[src/rtl/ctr_pkg.sv]
package ctr_pkg;
   typedef enum logic {
      MODE_COUNTER = 1'b0,
      MODE_TIMER   = 1'b1
   } ctr_mode_e;
endpackage

[src/rtl/ctr_preset_regs.sv]
module ctr_preset_regs #(
   parameter int BYTE_W = 8,
   localparam int CNT_W = 2 * BYTE_W
) (
   input  logic              clk_i,
   input  logic              rst_ni,
   input  logic              wr_hi_i,
   input  logic              wr_lo_i,
   input  logic [BYTE_W-1:0] wr_data_i,
   output logic [CNT_W-1:0]  preset_o
);
   logic [BYTE_W-1:0] hi_q, lo_q;

   always_ff @(posedge clk_i) begin
      if (!rst_ni) begin
         hi_q <= '0;
         lo_q <= '0;
      end else begin
         if (wr_hi_i) hi_q <= wr_data_i;
         if (wr_lo_i) lo_q <= wr_data_i;
      end
   end

   assign preset_o = {hi_q, lo_q};
endmodule

[src/rtl/ctr_core.sv]
module ctr_core
   import ctr_pkg::*;
#(
   parameter int CNT_W = 16
) (
   input  logic             clk_i,
   input  logic             rst_ni,
   input  logic             tick_i,
   input  logic             mode_i,
   input  logic             start_i,
   input  logic             stop_i,
   input  logic [CNT_W-1:0] preset_i,
   output logic             wave_o,
   output logic             ready_o,
   output logic [CNT_W-1:0] cnt_o
);
   localparam logic [CNT_W-1:0] LAST = CNT_W'(1);

   ctr_mode_e        mode;
   logic [CNT_W-1:0] cnt_q;
   logic             wave_q, ready_q, run_q;
   logic             at_last, halt_req, adv;

   assign mode     = ctr_mode_e'(mode_i);
   assign at_last  = (cnt_q == LAST);
   assign halt_req = stop_i && (mode == MODE_COUNTER);
   assign adv      = run_q && tick_i && !halt_req;

   always_ff @(posedge clk_i) begin
      if (!rst_ni) begin
         cnt_q   <= '0;
         wave_q  <= 1'b1;
         ready_q <= 1'b0;
         run_q   <= 1'b0;
      end else if (start_i) begin
         cnt_q  <= preset_i;
         wave_q <= 1'b1;
         run_q  <= 1'b1;
      end else begin
         if (stop_i) begin
            ready_q <= 1'b0;
            if (halt_req) begin
               run_q  <= 1'b0;
               wave_q <= 1'b1;
            end
         end
         if (adv) begin
            if (mode == MODE_TIMER) begin
               if (at_last) begin
                  cnt_q  <= preset_i;
                  wave_q <= ~wave_q;
                  if (!wave_q && !stop_i) ready_q <= 1'b1;
               end else begin
                  cnt_q <= cnt_q - 1'b1;
               end
            end else begin
               cnt_q <= cnt_q - 1'b1;
               if (at_last) begin
                  wave_q  <= 1'b0;
                  ready_q <= 1'b1;
               end
            end
         end
      end
   end

   assign wave_o  = wave_q;
   assign ready_o = ready_q;
   assign cnt_o   = cnt_q;


   idle_high_chk: assert property (@(posedge clk_i) disable iff (!rst_ni)
      !run_q |-> wave_q);

   start_high_chk: assert property (@(posedge clk_i) disable iff (!rst_ni)
      start_i |=> (wave_q && cnt_q == $past(preset_i)));

   timer_stop_chk: assert property (@(posedge clk_i) disable iff (!rst_ni)
      (stop_i && !start_i && mode_i) |=> !ready_q);

   ctr_stop_chk: assert property (@(posedge clk_i) disable iff (!rst_ni)
      (stop_i && !start_i && !mode_i) |=> (wave_q && !ready_q && !run_q));

   ctr_dec_chk: assert property (@(posedge clk_i) disable iff (!rst_ni)
      (run_q && tick_i && !mode_i && !start_i && !stop_i) |=>
         (cnt_q == $past(cnt_q) - 1'b1));

   ready_rise_chk: assert property (@(posedge clk_i) disable iff (!rst_ni)
      ($rose(ready_q) && $past(mode_i) && !$past(start_i)) |-> $rose(wave_q));
endmodule

[src/rtl/ctr_snapshot.sv]
module ctr_snapshot #(
   parameter int CNT_W       = 16,
   parameter bit COHERENT_RD = 1'b1
) (
   input  logic             clk_i,
   input  logic             rst_ni,
   input  logic             cap_i,
   input  logic [CNT_W-1:0] cnt_i,
   output logic [CNT_W-1:0] snap_o
);
   if (COHERENT_RD) begin : g_coh
      logic [CNT_W-1:0] snap_q;
      always_ff @(posedge clk_i) begin
         if (!rst_ni)    snap_q <= '0;
         else if (cap_i) snap_q <= cnt_i;
      end
      assign snap_o = snap_q;


      snap_take_chk: assert property (@(posedge clk_i) disable iff (!rst_ni)
         cap_i |=> (snap_o == $past(cnt_i)));

      snap_hold_chk: assert property (@(posedge clk_i) disable iff (!rst_ni)
         (!cap_i && !$past(!rst_ni)) |=> $stable(snap_o));
   end else begin : g_live
      assign snap_o = cnt_i;
   end
endmodule

[src/rtl/preset_ctr_timer.sv]
module preset_ctr_timer #(
   parameter int BYTE_W      = 8,
   parameter int CNT_W       = 16,
   parameter bit COHERENT_RD = 1'b1
) (
   input  logic              clk_i,
   input  logic              rst_ni,
   input  logic              tick_i,
   input  logic              wr_hi_i,
   input  logic              wr_lo_i,
   input  logic [BYTE_W-1:0] wr_data_i,
   input  logic              timer_mode_i,
   input  logic              start_i,
   input  logic              stop_i,
   input  logic              cap_i,
   output logic              wave_o,
   output logic              ready_o,
   output logic [BYTE_W-1:0] cnt_hi_o,
   output logic [BYTE_W-1:0] cnt_lo_o
);
   if (CNT_W != 2 * BYTE_W) begin : g_bad_width
      $error("CNT_W must equal two preset bytes");
   end
   if (BYTE_W < 2) begin : g_bad_byte
      $error("BYTE_W too small");
   end

   logic [CNT_W-1:0] preset, cnt, snap;

   ctr_preset_regs #(.BYTE_W(BYTE_W)) u_regs (
      .clk_i(clk_i), .rst_ni(rst_ni),
      .wr_hi_i(wr_hi_i), .wr_lo_i(wr_lo_i), .wr_data_i(wr_data_i),
      .preset_o(preset)
   );

   ctr_core #(.CNT_W(CNT_W)) u_core (
      .clk_i(clk_i), .rst_ni(rst_ni), .tick_i(tick_i),
      .mode_i(timer_mode_i), .start_i(start_i), .stop_i(stop_i),
      .preset_i(preset), .wave_o(wave_o), .ready_o(ready_o), .cnt_o(cnt)
   );

   ctr_snapshot #(.CNT_W(CNT_W), .COHERENT_RD(COHERENT_RD)) u_snap (
      .clk_i(clk_i), .rst_ni(rst_ni), .cap_i(cap_i),
      .cnt_i(cnt), .snap_o(snap)
   );

   assign cnt_hi_o = snap[CNT_W-1 -: BYTE_W];
   assign cnt_lo_o = snap[BYTE_W-1:0];
endmodule

[config.mk]
export PLATFORM = sky130hd
export DESIGN_NAME = preset_ctr_timer
export DESIGN_NICKNAME = d
export VERILOG_FILES = /design/src/rtl/ctr_pkg.sv /design/src/rtl/ctr_preset_regs.sv /design/src/rtl/ctr_core.sv /design/src/rtl/ctr_snapshot.sv /design/src/rtl/preset_ctr_timer.sv
export SDC_FILE = /design/constraint.sdc
export NUM_CORES = 1
export LEC_CHECK = 0
export BUFFER_PORTS_ARGS = -buffer_cell sky130_fd_sc_hd__clkbuf_2
export CAP_MARGIN = 10
export CORE_MARGIN = 4
export CORE_UTILIZATION = 40
export CTS_CLUSTER_SIZE = 16
export DETAILED_ROUTE_END_ITERATION = 12
export PLACE_DENSITY = 0.72
export SLEW_MARGIN = 30
export SYNTH_ARGS = -nofsm -noshare
export SYNTH_HDL_FRONTEND = slang
export SYNTH_SLANG_ARGS = --single-unit
[constraint.sdc]
create_clock -name clk_i -period 1.6 [get_ports clk_i]
set_input_delay 0.24 -clock clk_i [delete_from_list [all_inputs] [get_ports clk_i]]
set_output_delay 0.24 -clock clk_i [all_outputs]
set_load 0.005 [all_outputs]
==> results of run 1 <==
==> worst paths after layout <==
path	startpoint	slack, ns	cells past startpoint	endpoint
setup / recovery	u_core.cnt_o[1]$_SDFFE_PN0P_	-0.15	7	u_core.cnt_o[14]$_SDFFE_PN0P_
hold reg to reg	u_core.ready_o$_SDFFE_PN0N_	0.49	2	u_core.ready_o$_SDFFE_PN0N_
hold / removal	wr_data_i[6]	0.18	3	u_regs.hi_q[6]$_SDFFE_PN0P_
setup reg to reg	u_core.cnt_o[1]$_SDFFE_PN0P_	-0.15	7	u_core.cnt_o[14]$_SDFFE_PN0P_
==> worst max-delay path, stage by stage, from the launching register on <==
cell and delay [ns]:
sky130_fd_sc_hd__dfxtp_2 0.34, sky130_fd_sc_hd__inv_2 0.05, sky130_fd_sc_hd__ha_4 0.15, sky130_fd_sc_hd__and3b_2 0.22, sky130_fd_sc_hd__nand4_4 0.13, sky130_fd_sc_hd__nand4_1 0.18
sky130_fd_sc_hd__or4_4 0.53, sky130_fd_sc_hd__o211ai_1 0.09
==> where the power goes <==
group          leakage, nW  total, mW  switching [mW]  internal [mW]
Combinational        0.953      0.818           0.429          0.389
Clock               0.0485      0.773           0.458          0.314
Sequential           0.420       1.40          0.0609           1.34
Total                 1.42       2.99           0.948           2.04
==> sequential cells by signal, summed over array words and instances (netlist names) <==
| register | count |
|---|---|
| u_core.cnt_o | 16 |
| u_core.ready_o | 1 |
| u_core.run_q | 1 |
| u_core.wave_o | 1 |
| u_regs.hi_q | 8 |
| u_regs.lo_q | 8 |
| u_snap.snap_o | 16 |
==> placed cells by master, fill, tap and decap left out, drive strengths merged, types with 2 or more instances in the layout <==
cell type | synthesis | final
a21oi | 11 | 11
nor2 | 41 | 41
buf | 4 | 56
nor3 | 6 | 6
nand3 | 11 | 11
inv | 7 | 8
o31ai | 2 | 2
nand2 | 19 | 19
nand4 | 3 | 3
or3 | 2 | 2
dfxtp | 51 | 51
o211ai | 7 | 7
mux2i | 33 | 33
clkinv | 0 | 2
nand2b | 2 | 2
clkbuf | 12 | 39
o32a | 2 | 2
o21ai | 6 | 6
or4 | 4 | 4
nor4 | 5 | 5
o311ai | 4 | 4
ha | 2 | 2
a32oi | 4 | 4
a31oi | 5 | 5
nor2b | 2 | 2
==> routing by layer <==
metal / share of wire / wire length, µm / vias up
met5: 0 / 0 / -
met4: 0.017 / 119 / 0
li1: - / - / 1120
met2: 0.47 / 3360 / 82
met3: 0.073 / 519 / 10
met1: 0.44 / 3120 / 1127
==> Yosys cell counts, types with 2 or more instances <==
| library cell | count |
|---|---|
| sky130_fd_sc_hd__mux2i_1 | 33 |
| sky130_fd_sc_hd__nor3_1 | 4 |
| sky130_fd_sc_hd__a32oi_1 | 4 |
| sky130_fd_sc_hd__o211ai_1 | 7 |
| sky130_fd_sc_hd__ha_1 | 2 |
| sky130_fd_sc_hd__o21ai_0 | 6 |
| sky130_fd_sc_hd__o32a_1 | 2 |
| sky130_fd_sc_hd__clkbuf_1 | 12 |
| sky130_fd_sc_hd__nand3_1 | 11 |
| sky130_fd_sc_hd__nand2b_1 | 2 |
| sky130_fd_sc_hd__nand2_1 | 19 |
| sky130_fd_sc_hd__buf_2 | 3 |
| sky130_fd_sc_hd__inv_1 | 7 |
| sky130_fd_sc_hd__nor2b_1 | 2 |
| sky130_fd_sc_hd__or3_1 | 2 |
| sky130_fd_sc_hd__nor4_1 | 3 |
| sky130_fd_sc_hd__or4_1 | 4 |
| sky130_fd_sc_hd__nor2_1 | 41 |
| sky130_fd_sc_hd__a21oi_1 | 11 |
| sky130_fd_sc_hd__nand4_1 | 2 |
| sky130_fd_sc_hd__a31oi_1 | 5 |
| sky130_fd_sc_hd__o311ai_0 | 4 |
| sky130_fd_sc_hd__dfxtp_1 | 51 |
==> what timing repair did <==
action                     CTS  global route
setup endpoints to repair   18            18
pin swaps                   16             9
resized for setup           33            15
setup buffers                4             0
==> kinds of logic after synthesis <==
| group | share of synthesized area |
|---|---|
| AND/OR/NAND/NOR | 0.232 |
| flip-flops | 0.435 |
| AO/OA/AOI/OAI | 0.143 |
| multiplexers | 0.141 |
| buffers and inverters | 0.0399 |
| adder cells (fa/ha/maj) | 0.0106 |
==> metrics by stage <==
step | setup TNS (ns) | area, µm² | util
after detailed placement | -1.52 | 2960 | 0.527
after floorplan | 0 | 2370 | -
after global routing | -1.79 | 3270 | 0.583
final | -0.821 | 3270 | 0.583
after global placement | -1.56 | 2960 | 0.527
after CTS | -0.418 | 3200 | 0.571
==> layout make-up <==
class,count,share of cell area
Clock buffer,5,0.0211
Clock inverter,3,0.00689
Inverter,7,0.00804
Multi-Input combinational cell,187,0.435
Sequential cell,51,0.316
Tap cell,72,0.0276
Timing Repair Buffer,90,0.185
==> impl_metrics.json, run 1 <==
{
  "tritoncts": "yes",
  "clk-insertion-delay-late_ns": 0.31,
  "holdCritPathClass": "primary input to flip-flop",
  "fp.dieW_um": 84.6,
  "worstSetupPathType": "flip-flop to flip-flop",
  "drt_first_iter_violations": 218,
  "first_global_vias": 2252,
  "io_buffer_count": 34,
  "seq_area_frac_synth": 0.435,
  "fp.dieArea_mm2": 0.00716,
  "synthCells": 261,
  "timing.final.ws_setup_ns": -0.147,
  "yosys.area.top_type": "sky130_fd_sc_hd__dfxtp_1",
  "violations_in_the_final_reports": "setup timing",
  "grt_pass1_wl_um": 11500,
  "area.sequential_mm2": 0.00103,
  "floorplan.die.height_um": 84.6,
  "worst-endpoint-arrival_ns": 1.99,
  "grt_max_degree": 27,
  "worst_slew_pin_tran_ns": 0.529,
  "filler_cell_count": 523,
  "timing.critical_path.to_type": "flip-flop",
  "ir_worst_vdd_uv": 538,
  "cts_hold_repair.buffers": 0,
  "gp_congestion": 0.945,
  "report.final.setup_viol": 13,
  "clock-sinks": 51,
  "finalMaxSlewViolations": 0,
  "netlist-cell-type-count": 47,
  "power_total_mw": 2.99,
  "hold_violations": 0,
  "fmaxAchievable_ghz": 0.573,
  "yosys_warnings": 0,
  "post_synth_main_area_contributors": "sky130_fd_sc_hd__dfxtp_1, sky130_fd_sc_hd__mux2i_1, sky130_fd_sc_hd__nor2_1",
  "postSynthNetCount": 280,
  "final_layout_size_suffix_gt1_frac": 0.399,
  "tcrit_tclk_final": 1.09,
  "clock_tree.buffer_depth": 2,
  "grt.total_usage": 0.200,
  "rows": 27,
  "slew_headroom": 0.647,
  "layout.nets": 361,
  "post_place_setup_slack_ns": -0.163,
  "fin_skew_ns": 0.00946,
  "globalRouteMet3Util": 0.0432,
  "grt_most_used_layer": "met2",
  "wire_length_per_cell_um": 17.2,
  "global_route.usage.met1": 0.279,
  "drtAntennaViolNets": 0,
  "p_leak_nw": 1.42,
  "routed_wl_um": 7120,
  "critPathMaxFanout": 8,
  "multiInputGateArea_mm2": 0.00142,
  "number_of_flip_flops_and_latches_in_the_synthesized_netlist": 51,
  "core_area_mm2": 0.00561,
  "area.growth.synth_to_final_pct": 39.0,
  "avgViaCountPerCell": 5.64,
  "antenna_found_initial": 0,
  "instances_no_fill": 415,
  "cts_htree_levels": 2,
  "rsz_0062_raised_after_global_routing": "true",
  "synth_flop_cell": "sky130_fd_sc_hd__dfxtp_1",
  "post_route_minimum_period_ns": 1.75,
  "startpoint_type": "flip-flop",
  "dp_cells": 404,
  "num_antenna_cells": 0,
  "cellPowerDensity_mw_per_mm2": 916,
  "vias": 2339,
  "initial_standard_cell_utilization_of_the_core": 0.419,
  "cap_viol_max_count": 0,
  "synth-edff-count": 0,
  "synth_top_cell_area_share": 0.435,
  "cts_made_buffers": 5,
  "async_flop_share": 0,
  "dr.pass1.iters": 4,
  "clock_slew_at_the_register_clock_pins_of_the_worst_setup_and_hold_paths_ns": 0.10,
  "cp_data_required_time_ns": 1.84,
  "remaining_drc_errors": 0,
  "groute.layer.met2.usage": 0.302,
  "run_status": "complete, but fails checks",
  "hold-worst-slack_ns": 0.179,
  "cts.root.buffer_cell": "sky130_fd_sc_hd__clkbuf_8",
  "num_io_pins": 35,
  "synth_cell_area_mm2": 0.00235,
  "post_synth.cell_area_avg_um2": 9.00,
  "dp_hpwl_um": 5130,
  "grt-ovfl-total": 0
}
Note: power is estimated with default switching activity, not from simulation.
==> run 2, diff against run 1 <==
CELL_PAD_IN_SITES_DETAIL_PLACEMENT = 2   (was default)
CELL_PAD_IN_SITES_GLOBAL_PLACEMENT = 2   (was default)
CORE_UTILIZATION = 31   (was 40)
PLACE_DENSITY = 0.85   (was 0.72)
==> run 2 against run 1 <==
Power is 9.3% higher. Via count is 8.4% higher. Fmax is 8.8% lower. The run still ends with setup timing left.
==> impl_metrics.json, run 2 (synthesized netlist as in run 1, its figures left out) <==
{
  "run_status": "complete, but fails checks",
  "violations_in_the_final_reports": "setup timing",
  "routed_wl_um": 11900,
  "worst_slew_pin_tran_ns": 0.569,
  "fin_skew_ns": 0.0111,
  "cts.root.buffer_cell": "sky130_fd_sc_hd__clkbuf_8",
  "post_route_minimum_period_ns": 1.92,
  "post_layout_utilization_of_the_core": 0.481,
  "first_global_vias": 2908,
  "io_buffer_count": 34,
  "worst-endpoint-arrival_ns": 2.12,
  "fp.dieArea_mm2": 0.00904,
  "remaining_drc_errors": 0,
  "clock_slew_at_the_register_clock_pins_of_the_worst_setup_and_hold_paths_ns": 0.10,
  "floorplan.die.height_um": 95.1,
  "cts_htree_levels": 2,
  "most_common_library_cell_in_the_layout_ignoring_fill_and_taps": "sky130_fd_sc_hd__buf_4",
  "clock-sinks": 51,
  "tcrit_tclk_final": 1.20,
  "drt_first_iter_violations": 108,
  "tritoncts": "yes",
  "core_area_mm2": 0.00729,
  "drtAntennaViolNets": 0,
  "timing.final.ws_setup_ns": -0.315,
  "grt_pass1_wl_um": 16800,
  "crit_path_cell_trace": "nor3_2 -> buf_4 -> buf_4 -> nand4_4 -> nor2_1 -> a21oi_1 -> o31ai_1",
  "slew_headroom": 0.621,
  "rows": 31,
  "fmaxAchievable_ghz": 0.522,
  "p_leak_nw": 1.50,
  "vias": 2536,
  "layout.cells.most_common_list": "sky130_fd_sc_hd__buf_4, sky130_fd_sc_hd__dfxtp_1, sky130_fd_sc_hd__nor2_1, sky130_fd_sc_hd__clkbuf_2, sky130_fd_sc_hd__mux2i_1",
  "setup_total_negative_slack_ns": -3.59,
  "startpoint_type": "flip-flop",
  "grt.total_usage": 0.250,
  "r2r.worst_path.cells": 7,
  "critical_path.max_stage_delay_ns": 0.34,
  "filler_cell_count": 811,
  "clock_tree.buffer_depth": 2,
  "cp_data_required_time_ns": 1.80,
  "final_layout_size_suffix_gt1_frac": 0.461,
  "dp_cells": 432,
  "dp_hpwl_um": 7030,
  "cap_viol_max_count": 0,
  "area.growth.synth_to_final_pct": 49.4,
  "regToRegEndpoint": "u_core.cnt_o[0]$_SDFFE_PN0P_",
  "wire_length_per_cell_um": 26.1,
  "finalMaxSlewViolations": 0,
  "clk-insertion-delay-late_ns": 0.32,
  "initial_standard_cell_utilization_of_the_core": 0.322,
  "grt-ovfl-total": 0,
  "cts_hold_repair.buffers": 0,
  "beginning_of_the_worst_register_to_register_path": "u_core.cnt_o[12]$_SDFFE_PN0P_",
  "power_total_mw": 3.27,
  "antenna_found_initial": 0,
  "gp_congestion": 0.911,
  "cp-startpoint": "u_core.cnt_o[12]$_SDFFE_PN0P_",
  "cellPowerDensity_mw_per_mm2": 931,
  "ir_worst_vdd_uv": 483,
  "grt_max_degree": 17,
  "hold-worst-slack_ns": 0.175,
  "report.final.setup_viol": 17,
  "num_io_pins": 35,
  "timing.critical_path.to_type": "flip-flop",
  "worstSetupPathType": "flip-flop to flip-flop",
  "timing.critical_path.slowest_stage_cell": "sky130_fd_sc_hd__dfxtp_1",
  "hold_violations": 0,
  "num_antenna_cells": 0,
  "finish.instance_area_mm2": 0.00351,
  "rsz_0062_raised_after_global_routing": "true",
  "layout.nets": 374,
  "cts_made_buffers": 5,
  "holdCritPathClass": "primary input to flip-flop",
  "regToRegSetupSlack_ns": -0.32,
  "critPathMaxFanout": 5,
  "post_place_setup_slack_ns": -0.265,
  "fp.dieW_um": 95.1,
  "critical_path_s_most_frequent_cell": "sky130_fd_sc_hd__buf_4",
  "placement.cell_area_mm2": 0.00300,
  "avgViaCountPerCell": 5.57,
  "dr.pass1.iters": 4,
  "cp-endpoint": "u_core.cnt_o[0]$_SDFFE_PN0P_",
  "instances_no_fill": 455
}
==> run 2: cell count changes in the layout (fill, tap and decap cells not counted), moves of 5 or more <==
| cell | before | now |
|---|---|---|
| sky130_fd_sc_hd__a21oi_1 | 10 | 4 |
| sky130_fd_sc_hd__a21oi_2 | 1 | 7 |
| sky130_fd_sc_hd__buf_4 | 52 | 63 |
| sky130_fd_sc_hd__nand2_1 | 15 | 10 |
==> run 2: layout make-up <==
class / instances / area, µm² / area share
Clock buffer: 5 / 68.8 / 0.0196
Inverter: 7 / 26.3 / 0.00748
Multi-Input combinational cell: 188 / 1550 / 0.440
Timing Repair Buffer: 102 / 699 / 0.199
Sequential cell: 51 / 1030 / 0.293
Clock inverter: 3 / 18.8 / 0.00535
Tap cell: 99 / 124 / 0.0353
==> run 2: worst max-delay path, delay by kind of cell (launching register included) <==
family                 cells  cell delay (ns)
AND/OR/NAND/NOR            3             0.68
AO/OA/AOI/OAI              2             0.45
flip-flops                 1             0.34
buffers and inverters      2             0.33
==> run 2: where the power goes <==
part | switching (mW) | total, mW | internal, mW
Clock | 0.493 | 0.803 | 0.310
Sequential | 0.0733 | 1.41 | 1.34
Combinational | 0.597 | 1.05 | 0.457
==> run 2: worst min path at each step <==
stage / endpoint / start / depth (start not counted)
2_1_floorplan: u_regs.hi_q[5]$_SDFFE_PN0P_ / wr_data_i[5] / 2
3_5_place_dp: u_snap.snap_o[15]$_SDFFE_PN0P_ / u_snap.snap_o[15]$_SDFFE_PN0P_ / 2
5_1_grt: u_regs.lo_q[0]$_SDFFE_PN0P_ / wr_data_i[0] / 3
4_1_cts: u_regs.hi_q[2]$_SDFFE_PN0P_ / wr_data_i[2] / 3
3_3_place_gp: u_core.run_q$_SDFFE_PN0P_ / u_core.run_q$_SDFFE_PN0P_ / 2
6_report: u_regs.lo_q[4]$_SDFFE_PN0P_ / wr_data_i[4] / 3
==> run 2: repair_timing <==
action,in CTS,in global routing
endpoints found under the setup margin,18,18
buffers inserted,7,8
pin swaps,14,13
hold endpoints to repair,0,0
gates resized for setup,30,37
cloned,1,0
==> run 2: per-layer routing <==
metal,global-route usage,wire [µm]
met1,0.266,4720
met2,0.464,6130
met3,0.0489,571
met4,0.124,451
met5,0,0
==> run 3, diff against run 2 <==
CORE_MARGIN = 2   (was 4)
PLACE_DENSITY = 0.87   (was 0.85)
==> run 3 against run 2 <==
The run still ends with setup timing left. Die area decreased by 8.2%. First-iteration DRC count rose by 100%. Core utilization rose by 0.12 points. Count of clock-buffer cells in the layout up 2. Final area increased by 0.25%. Power grew 4.7%. Clock power is 16% higher. Fmax is 7.8% lower. Critical path depth grew 1. Clock skew is 0.00086 ns higher. Worst hold slack improved by 0.0011 ns. Critical path type unchanged. Critical endpoint is now u_core.cnt_o[10]$_SDFFE_PN0P_.
==> impl_metrics.json, run 3 (synthesized netlist as in run 1, its figures left out) <==
{
  "run_status": "complete, but fails checks",
  "violations_in_the_final_reports": "setup timing",
  "first_global_vias": 2772,
  "most_common_library_cell_in_the_layout_ignoring_fill_and_taps": "sky130_fd_sc_hd__buf_4",
  "dr.pass1.iters": 5,
  "report.final.setup_viol": 16,
  "fmaxAchievable_ghz": 0.481,
  "tcrit_tclk_final": 1.30,
  "remaining_drc_errors": 0,
  "wire_length_per_cell_um": 28.1,
  "timing.critical_path.to_type": "flip-flop",
  "worst-endpoint-arrival_ns": 2.31,
  "antenna_found_initial": 0,
  "ir_worst_vdd_uv": 278,
  "hold-worst-slack_ns": 0.176,
  "dp_cells": 430,
  "post_layout_utilization_of_the_core": 0.483,
  "initial_standard_cell_utilization_of_the_core": 0.322,
  "power_total_mw": 3.42,
  "worst_slew_pin_tran_ns": 0.633,
  "drtAntennaViolNets": 0,
  "rows": 31,
  "critPathMaxFanout": 4,
  "vias": 2708,
  "power.share.switching": 0.342,
  "cts.root.buffer_cell": "sky130_fd_sc_hd__clkbuf_8",
  "cts_htree_levels": 2,
  "avgViaCountPerCell": 5.94,
  "layout.nets": 375,
  "cp_data_required_time_ns": 1.84,
  "floorplan.die.height_um": 91.1,
  "grt-ovfl-total": 0,
  "finalMaxSlewViolations": 0,
  "setup_total_negative_slack_ns": -5.63,
  "fp.dieW_um": 91.1,
  "cts_hold_repair.buffers": 0,
  "num_io_pins": 35,
  "tritoncts": "yes",
  "timing.final.ws_setup_ns": -0.479,
  "routed_wl_um": 12800,
  "power_switching_mw": 1.17,
  "num_antenna_cells": 0,
  "grt_pass1_wl_um": 16800,
  "post_route_minimum_period_ns": 2.08,
  "worstSetupPathType": "flip-flop to flip-flop",
  "cellPowerDensity_mw_per_mm2": 972,
  "regToRegSetupSlack_ns": -0.48,
  "drt_first_iter_violations": 217,
  "instances_no_fill": 456,
  "holdCritPathClass": "primary input to flip-flop",
  "fin_skew_ns": 0.0120,
  "clk-insertion-delay-late_ns": 0.33,
  "comb_power_share": 0.313,
  "clock-sinks": 51,
  "dp_hpwl_um": 6760,
  "p_leak_nw": 1.50,
  "clock_tree.buffer_depth": 2,
  "power_frac_clock": 0.272,
  "final_layout_size_suffix_gt1_frac": 0.454,
  "io_buffer_count": 34,
  "layout.cells.most_common_list": "sky130_fd_sc_hd__buf_4, sky130_fd_sc_hd__dfxtp_1, sky130_fd_sc_hd__nor2_1, sky130_fd_sc_hd__clkbuf_2, sky130_fd_sc_hd__mux2i_1",
  "seq_power_share": 0.415,
  "rsz_0062_raised_after_global_routing": "true",
  "grt_max_degree": 30,
  "area.growth.synth_to_final_pct": 49.8,
  "power_internal_mw": 2.25,
  "hold_violations": 0,
  "gp_congestion": 0.909,
  "cap_viol_max_count": 0,
  "slew_headroom": 0.571,
  "fp.dieArea_mm2": 0.00829,
  "cts_made_buffers": 5,
  "core_area_mm2": 0.00729,
  "startpoint_type": "flip-flop",
  "grt.total_usage": 0.268,
  "clock_slew_at_the_register_clock_pins_of_the_worst_setup_and_hold_paths_ns": 0.10
}
[run 3: what timing repair did]
| action | 4_1_cts | 5_1_grt |
|---|---|---|
| pin swaps | 11 | 14 |
| gates resized for setup | 40 | 24 |
| buffers inserted | 9 | 10 |
| setup endpoints to repair | 18 | 18 |
[run 3: layer usage]
layer  vias up  GRT usage  routed length (µm)
met3        54     0.0556                 689
met4         0      0.111                 615
li1       1138          -                   -
met1      1382      0.301                5010
met5         -          0                   0
met2       134      0.488                6520
[run 3: worst max-delay path, cell delays in order, from the launching register on]
cell and delay [ns]:
sky130_fd_sc_hd__dfxtp_2 0.37, sky130_fd_sc_hd__inv_2 0.06, sky130_fd_sc_hd__ha_4 0.16, sky130_fd_sc_hd__and3b_2 0.24
sky130_fd_sc_hd__nand4_4 0.10, sky130_fd_sc_hd__buf_6 0.14, sky130_fd_sc_hd__nand4_1 0.17, sky130_fd_sc_hd__or4_4 0.56
sky130_fd_sc_hd__a31oi_4 0.19
[run 3: path summary, 6_finish.rpt]
path	cells past startpoint	start	to
worst max-delay path	8	u_core.cnt_o[1]$_SDFFE_PN0P_	u_core.cnt_o[10]$_SDFFE_PN0P_
worst min-delay path	3	wr_data_i[6]	u_regs.hi_q[6]$_SDFFE_PN0P_
worst max register to register	8	u_core.cnt_o[1]$_SDFFE_PN0P_	u_core.cnt_o[10]$_SDFFE_PN0P_
worst min register to register	2	u_core.ready_o$_SDFFE_PN0N_	u_core.ready_o$_SDFFE_PN0N_
[run 3: cell type report]
| type | instances | area [µm²] |
|---|---|---|
| inverter | 7 | 26.3 |
| clock inverter | 1 | 5.00 |
| clock buffer | 7 | 108 |
| tap | 99 | 124 |
| sequential | 51 | 1030 |
| fill | 809 | 3770 |
| multi-input combinational | 187 | 1480 |
| timing repair buffer | 104 | 742 |
[run 3: metrics by stage]
step                      worst slack (ns)  area, µm²
after floorplan                    0.00247       2370
after global placement              -0.139       2980
after detailed placement            -0.251       2980
after CTS                           -0.199       3350
after global routing                -0.553       3520
final                               -0.479       3520
[run 3: power by group through the flow]
stage / combinational, mW / sequential [mW] / clock (mW)
CTS: 0.877 / 1.40 / 0.929
global placement: 0.689 / 1.42 / 0
detailed placement: 0.720 / 1.43 / 0
floorplan: 0.338 / 1.42 / 0
finish: 1.07 / 1.42 / 0.932
global route: 1.10 / 1.42 / 0.988
